<file path="src/rtl/rtc_pkg.sv">
package rtc_pkg;
  localparam int ADDR_W = 3;
  localparam int DATA_W = 32;
  localparam int IEN_W  = 4;

  localparam logic [ADDR_W-1:0] A_SEC  = 3'd0;
  localparam logic [ADDR_W-1:0] A_ALM  = 3'd1;
  localparam logic [ADDR_W-1:0] A_STAT = 3'd2;
  localparam logic [ADDR_W-1:0] A_CTRL = 3'd3;
  localparam logic [ADDR_W-1:0] A_IEN  = 3'd4;
  localparam logic [ADDR_W-1:0] A_COMP = 3'd5;

  localparam int CTRL_EN  = 0;
  localparam int CTRL_SWR = 1;
  localparam int IEN_SEC  = 3;

  // bit order matches status register: [2]=alarm [1]=ovf [0]=inv
  typedef struct packed {
    logic alarm;
    logic ovf;
    logic inv;
  } rtc_flags_t;
endpackage

</file>
<file path="src/rtl/rtc_prescaler.sv">
module rtc_prescaler #(
  parameter int PRESC_BITS = 15
) (
  input  logic clk_i,
  input  logic rst_ni,
  input  logic clear_i,
  input  logic run_i,
  input  logic step_i,
  output logic tick_o
);
  localparam logic [PRESC_BITS-1:0] CNT_MAX = '1;

  logic [PRESC_BITS-1:0] cnt_q;

  always_ff @(posedge clk_i or negedge rst_ni) begin
    if (!rst_ni)                cnt_q <= '0;
    else if (clear_i || !run_i) cnt_q <= '0;
    else if (step_i)            cnt_q <= cnt_q + PRESC_BITS'(1);
  end

  assign tick_o = run_i && step_i && (cnt_q == CNT_MAX);


  presc_idle_chk: assert property (@(posedge clk_i) disable iff (!rst_ni)
    !run_i |=> (cnt_q == '0));
endmodule

</file>
<file path="src/rtl/rtc_seconds.sv">
module rtc_seconds #(
  parameter int SEC_W = 32
) (
  input  logic             clk_i,
  input  logic             rst_ni,
  input  logic             clear_i,
  input  logic             tick_i,
  input  logic             en_i,
  input  logic             wr_i,
  input  logic [SEC_W-1:0] wdata_i,
  output logic [SEC_W-1:0] sec_o,
  output logic             inv_o,
  output logic             ovf_o
);
  localparam logic [SEC_W-1:0] SEC_MAX = '1;

  logic [SEC_W-1:0] sec_q;
  logic             inv_q, ovf_q;
  logic             load;

  assign load = wr_i && !en_i;

  always_ff @(posedge clk_i or negedge rst_ni) begin
    if (!rst_ni) begin
      sec_q <= '0;
      inv_q <= 1'b1;
      ovf_q <= 1'b0;
    end else if (clear_i) begin
      sec_q <= '0;
      inv_q <= 1'b1;
      ovf_q <= 1'b0;
    end else if (load) begin
      sec_q <= wdata_i;
      inv_q <= 1'b0;
      ovf_q <= 1'b0;
    end else if (tick_i) begin
      sec_q <= sec_q + SEC_W'(1);
      if (sec_q == SEC_MAX) ovf_q <= 1'b1;
    end
  end

  assign sec_o = sec_q;
  assign inv_o = inv_q;
  assign ovf_o = ovf_q;


  sec_hold_chk: assert property (@(posedge clk_i) disable iff (!rst_ni)
    (!tick_i && !load && !clear_i) |=> $stable(sec_q));

  sec_locked_chk: assert property (@(posedge clk_i) disable iff (!rst_ni)
    (wr_i && en_i && !tick_i && !clear_i) |=> $stable(sec_q));

  sec_wrap_chk: assert property (@(posedge clk_i) disable iff (!rst_ni)
    (tick_i && !clear_i && !load && sec_q == SEC_MAX) |=> (ovf_q && sec_q == '0));

  sec_clear_chk: assert property (@(posedge clk_i) disable iff (!rst_ni)
    clear_i |=> (inv_q && !ovf_q && sec_q == '0));
endmodule

</file>
<file path="src/rtl/rtc_alarm.sv">
module rtc_alarm #(
  parameter int SEC_W = 32
) (
  input  logic             clk_i,
  input  logic             rst_ni,
  input  logic             clear_i,
  input  logic             tick_i,
  input  logic             wr_i,
  input  logic [SEC_W-1:0] wdata_i,
  input  logic [SEC_W-1:0] sec_i,
  output logic [SEC_W-1:0] alarm_o,
  output logic             flag_o
);
  logic [SEC_W-1:0] alarm_q, sec_nxt;
  logic             flag_q;

  assign sec_nxt = sec_i + SEC_W'(1);

  always_ff @(posedge clk_i or negedge rst_ni) begin
    if (!rst_ni) begin
      alarm_q <= '0;
      flag_q  <= 1'b0;
    end else if (clear_i) begin
      alarm_q <= '0;
      flag_q  <= 1'b0;
    end else if (wr_i) begin
      alarm_q <= wdata_i;
      flag_q  <= 1'b0;
    end else if (tick_i && sec_nxt == alarm_q) begin
      flag_q  <= 1'b1;
    end
  end

  assign alarm_o = alarm_q;
  assign flag_o  = flag_q;


  alarm_rise_chk: assert property (@(posedge clk_i) disable iff (!rst_ni)
    $rose(flag_q) |-> $past(tick_i));

  alarm_wrclr_chk: assert property (@(posedge clk_i) disable iff (!rst_ni)
    wr_i |=> !flag_q);
endmodule

</file>
<file path="src/rtl/rtc_sec_core.sv">
module rtc_sec_core
  import rtc_pkg::*;
#(
  parameter int PRESC_BITS = 15
) (
  input  logic              clk_i,
  input  logic              rst_ni,
  input  logic              step_i,
  input  logic              we_i,
  input  logic [ADDR_W-1:0] addr_i,
  input  logic [DATA_W-1:0] wdata_i,
  output logic [DATA_W-1:0] rdata_o,
  output logic              irq_o
);
  logic              en_q, swr_q, sec_pulse_q;
  logic [IEN_W-1:0]  ien_q;
  logic [DATA_W-1:0] comp_q, sec_w, alarm_w;
  rtc_flags_t        flags;
  logic              run, tick;
  logic              wr_sec, wr_alm, wr_ctrl, wr_ien, wr_comp;

  assign wr_sec  = we_i && addr_i == A_SEC  && !swr_q;
  assign wr_alm  = we_i && addr_i == A_ALM  && !swr_q;
  assign wr_ctrl = we_i && addr_i == A_CTRL;
  assign wr_ien  = we_i && addr_i == A_IEN  && !swr_q;
  assign wr_comp = we_i && addr_i == A_COMP && !swr_q;

  assign run = en_q && !flags.inv && !flags.ovf;

  rtc_prescaler #(.PRESC_BITS(PRESC_BITS)) presc_i (
    .clk_i, .rst_ni, .clear_i(swr_q), .run_i(run), .step_i, .tick_o(tick)
  );

  rtc_seconds #(.SEC_W(DATA_W)) secs_i (
    .clk_i, .rst_ni, .clear_i(swr_q), .tick_i(tick), .en_i(en_q),
    .wr_i(wr_sec), .wdata_i, .sec_o(sec_w), .inv_o(flags.inv), .ovf_o(flags.ovf)
  );

  rtc_alarm #(.SEC_W(DATA_W)) alarm_i (
    .clk_i, .rst_ni, .clear_i(swr_q), .tick_i(tick), .wr_i(wr_alm),
    .wdata_i, .sec_i(sec_w), .alarm_o(alarm_w), .flag_o(flags.alarm)
  );

  always_ff @(posedge clk_i or negedge rst_ni) begin
    if (!rst_ni) swr_q <= 1'b0;
    else if (wr_ctrl) swr_q <= wdata_i[CTRL_SWR];
  end

  always_ff @(posedge clk_i or negedge rst_ni) begin
    if (!rst_ni) begin
      en_q        <= 1'b0;
      ien_q       <= '0;
      comp_q      <= '0;
      sec_pulse_q <= 1'b0;
    end else if (swr_q) begin
      en_q        <= 1'b0;
      ien_q       <= '0;
      comp_q      <= '0;
      sec_pulse_q <= 1'b0;
    end else begin
      if (wr_ctrl) en_q   <= wdata_i[CTRL_EN];
      if (wr_ien)  ien_q  <= wdata_i[IEN_W-1:0];
      if (wr_comp) comp_q <= wdata_i;
      sec_pulse_q <= tick && ien_q[IEN_SEC];
    end
  end

  assign irq_o = |({flags.alarm, flags.ovf, flags.inv} & ien_q[2:0]) || sec_pulse_q;

  always_comb begin
    unique case (addr_i)
      A_SEC:   rdata_o = sec_w;
      A_ALM:   rdata_o = alarm_w;
      A_STAT:  rdata_o = DATA_W'(flags);
      A_CTRL:  rdata_o = DATA_W'({swr_q, en_q});
      A_IEN:   rdata_o = DATA_W'(ien_q);
      A_COMP:  rdata_o = comp_q;
      default: rdata_o = '0;
    endcase
  end


  swr_hold_chk: assert property (@(posedge clk_i) disable iff (!rst_ni)
    swr_q |=> (!en_q && ien_q == '0 && comp_q == '0));

  swr_sticky_chk: assert property (@(posedge clk_i) disable iff (!rst_ni)
    (swr_q && !wr_ctrl) |=> swr_q);

  sec_pulse_chk: assert property (@(posedge clk_i) disable iff (!rst_ni)
    sec_pulse_q |=> !sec_pulse_q);
endmodule

</file>
<file path="config.mk">
export PLATFORM = sky130hd
export DESIGN_NAME = rtc_sec_core
export DESIGN_NICKNAME = d
export VERILOG_FILES = /design/src/rtl/rtc_pkg.sv /design/src/rtl/rtc_prescaler.sv /design/src/rtl/rtc_seconds.sv /design/src/rtl/rtc_alarm.sv /design/src/rtl/rtc_sec_core.sv
export SDC_FILE = /design/constraint.sdc
export NUM_CORES = 1
export LEC_CHECK = 0
export BUFFER_PORTS_ARGS = -buffer_cell sky130_fd_sc_hd__buf_2
export CORE_MARGIN = 8
export CORE_UTILIZATION = 30
export DETAILED_ROUTE_END_ITERATION = 16
export SKIP_LAST_GASP = 1
export SLEW_MARGIN = 15
export SYNTH_ARGS = -nofsm -noshare
export SYNTH_HDL_FRONTEND = slang
export SYNTH_SLANG_ARGS = --single-unit
export TNS_END_PERCENT = 100
</file>
<file path="constraint.sdc">
create_clock -name clk_i -period 4 [get_ports clk_i]
set_input_delay 0.6 -clock clk_i [delete_from_list [all_inputs] [get_ports clk_i]]
set_output_delay 0.6 -clock clk_i [all_outputs]
set_load 0.005 [all_outputs]
</file>
==> results.cfg <==
[outcome]
outcome = complete, no violations

[critical_path]
rr_startpoint = secs_i.sec_o[0]$_DFFE_PN0P_
criticalPathCategory = input pin to output pin
crit_arrival_ns = 2.43
rrSetupSlack_ns = 1.11
crit_fanout = 26
worstPathRequired_ns = 3.40
cp_common_cell = buf_2
crit_path_cell_trace = buf_2 > nor2_2 > buf_4 > a22oi_1 > nor2_1 > buf_2
crit_slowest_cell = nor2_2
rr_worst_depth = 8
startpoint_type = input pin
cp-end-kind = output pin
r2r_end = alarm_i.flag_o$_DFFE_PN0P_
max_stage_delay_ns = 0.80

[timing]
post-route-worst-setup-slack_ns = 0.965
setup-tns-final_ns = 0
clock_skew_ns = 0.0122
slew_headroom = 0.354
worst_slew_pin_slew_ns = 0.969
hold_viol_final = 0
max_freq_mhz = 330
finalSetupViolCount = 0
finalCriticalPeriod_ns = 3.03
slew_violations = 0
rsz0062_at_grt = no
finalCritPeriodShare = 0.759

[final_layout]
diodes = 0
drive_gt1_frac = 0.177
fin_cells = 1269
n_fill_cell = 2592
areaGrowthSynthToFinish_pct = 15.6
final_area_um2 = 8690
fin_nets = 967

[place]
place_area_um2 = 8110
gp_congestion = 0.811
pre_cts_slack_ns = 0.973
port_buffers = 71
dp.cells = 1237
dpl.hpwl_mm = 15.6

[yosys]
synth_area_leaders = dfrtp_1, nand2_1, xnor2_1, nor2_1, a21oi_1
yosys_warnings = 0
ys_seq_area_frac = 0.403
synth_common_cells = nand2_1, dfrtp_1, nor2_1
synth_top_cell_by_area = dfrtp_1
yosysTopAreaCellShare = 0.400
yosys.cell_types.count = 58
syn_area_per_cell_um2 = 8.37
async_flop_share = 1.00
synth_seq_cells = 121
syn_nets = 939
syn_inst = 898
yosysMostFrequentCell = nand2_1
synth_enable_flop_cells = 0
syn_area_um2 = 7510
ys.flop_type = dfrtp_1

[die]
dieArea_um2 = 30400
die_width_um = 174
pin_count = 72
fp.dieH_um = 174
rows = 58
core-area_um2 = 24900
start_util = 0.302

[cts]
postCtsSetupRepairBufs = 0
clockBufferDepth = 2
cts.sink_count = 121
cts_tree = built
clkSlewWorstSetupHoldPaths_ns = 0.06
htreeDepth = 4
cts_inserted_buffers = 17
cts_resized = 0
holdBufCountCts = 0
root_buffer = clkbuf_16
insertion_delay_ns = 0.43

[routing]
dr_wl_met2_mm = 10.5
wl_met1_mm = 10.5
drc_errors = 0
drtIter0Drc = 604
drt-vias-per-instance = 5.13
top_layer = met4
dr.pass1.iters = 5
wl_per_cell_um = 17.7
drtAntennaViolNets = 0
vias = 6513
wl_met3_mm = 1.21
routed_wl_mm = 22.5

[global_routing]
grt_pass1_vias = 6604
grt_pass1_wl_mm = 37.0
grt_usage = 0.151
grt_max_degree = 80
antenna_found_initial = 0
grt_overflow = 0

[worst_hold_path]
hp-class = input pin to asynchronous set/reset pin

[power_and_ir_drop]
power.density_nw_per_um2 = 403
ir_drop_uv = 265
p_leak_nw = 3.61

[run]
drv_cap = 0
[cell type report]
| class | count | area [um2] | area share |
|---|---|---|---|
| Multi-Input combinational cell | 690 | 4160 | 0.479 |
| Sequential cell | 121 | 3030 | 0.349 |
| Timing Repair Buffer | 86 | 470 | 0.0541 |
| Clock buffer | 21 | 450 | 0.0518 |
| Tap cell | 330 | 413 | 0.0475 |
| Clock inverter | 11 | 124 | 0.0143 |
| Inverter | 10 | 37.5 | 0.00432 |
[state kept, by name (all words and copies together) (netlist names)]
signal,flops
alarm_i.alarm_o,32
presc_i.cnt_q,15
alarm_i.flag_o,1
secs_i.sec_o,32
sec_pulse_q,1
en_q,1
swr_q,1
secs_i.inv_o,1
secs_i.ovf_o,1
ien_q,4
comp_q,32
[worst max-delay path: cells and delay by family]
kind            cells  cell delay, ns
compound gates      1            0.11
simple gates        2            0.92
buf+inv             3            0.78
[cells by family after synthesis]
family,Yosys count,share of synthesized area
adder cells (fa/ha/maj),2,0.00333
AO/OA/AOI/OAI,158,0.133
flip-flops,121,0.403
AND/OR/NAND/NOR,398,0.245
XOR/XNOR,88,0.103
multiplexers,44,0.0669
buffers and inverters,87,0.0461
[per-stage QoR]
step	power [mW]	util	hold slack [ns]
floorplan	1.80	-	0.304
global placement	2.00	0.326	0.505
detailed placement	2.00	0.326	0.511
CTS	3.53	0.349	0.370
global route	3.65	0.349	0.404
finish	3.50	0.349	0.330
[worst max-delay path by stage]
| stage | from | endpoint | slack [ns] | cells after the start |
|---|---|---|---|---|
| 2_1_floorplan | addr_i[2] | rdata_o[16] | 1.36 | 6 |
| 3_3_place_gp | addr_i[2] | rdata_o[9] | 1.02 | 6 |
| 3_5_place_dp | addr_i[2] | rdata_o[10] | 0.97 | 6 |
| 4_1_cts | addr_i[2] | rdata_o[10] | 0.96 | 6 |
| 5_1_grt | secs_i.sec_o[0]$_DFFE_PN0P_ | alarm_i.flag_o$_DFFE_PN0P_ | 0.78 | 8 |
| 6_report | addr_i[2] | rdata_o[10] | 0.97 | 6 |
[power breakdown]
group,switching [mW],total (mW),internal [mW]
clock,0.586,1.52,0.931
combinational,0.314,0.528,0.214
sequential,0.141,1.46,1.31
total,1.04,3.50,2.46
[metal layers]
metal	vias to the layer above	track usage
met5	-	0
met4	0	0.0435
met3	19	0.0388
met2	165	0.235
met1	3183	0.202
li1	3146	-
[placed cells by master (no fill, tap or decap), drive strengths merged, types with 7 or more instances in the layout]
cell,count
nor2,119
xnor2,56
buf,86
a211oi,32
a21oi,73
mux2i,12
nand4,25
a22oi,30
nand2,165
inv,10
and3,12
mux2,30
nand3,28
dfrtp,120
xor2,32
o21ai,7
nor3,9
and4,7
clkbuf,21
Power figures use the tool's default switching activity.
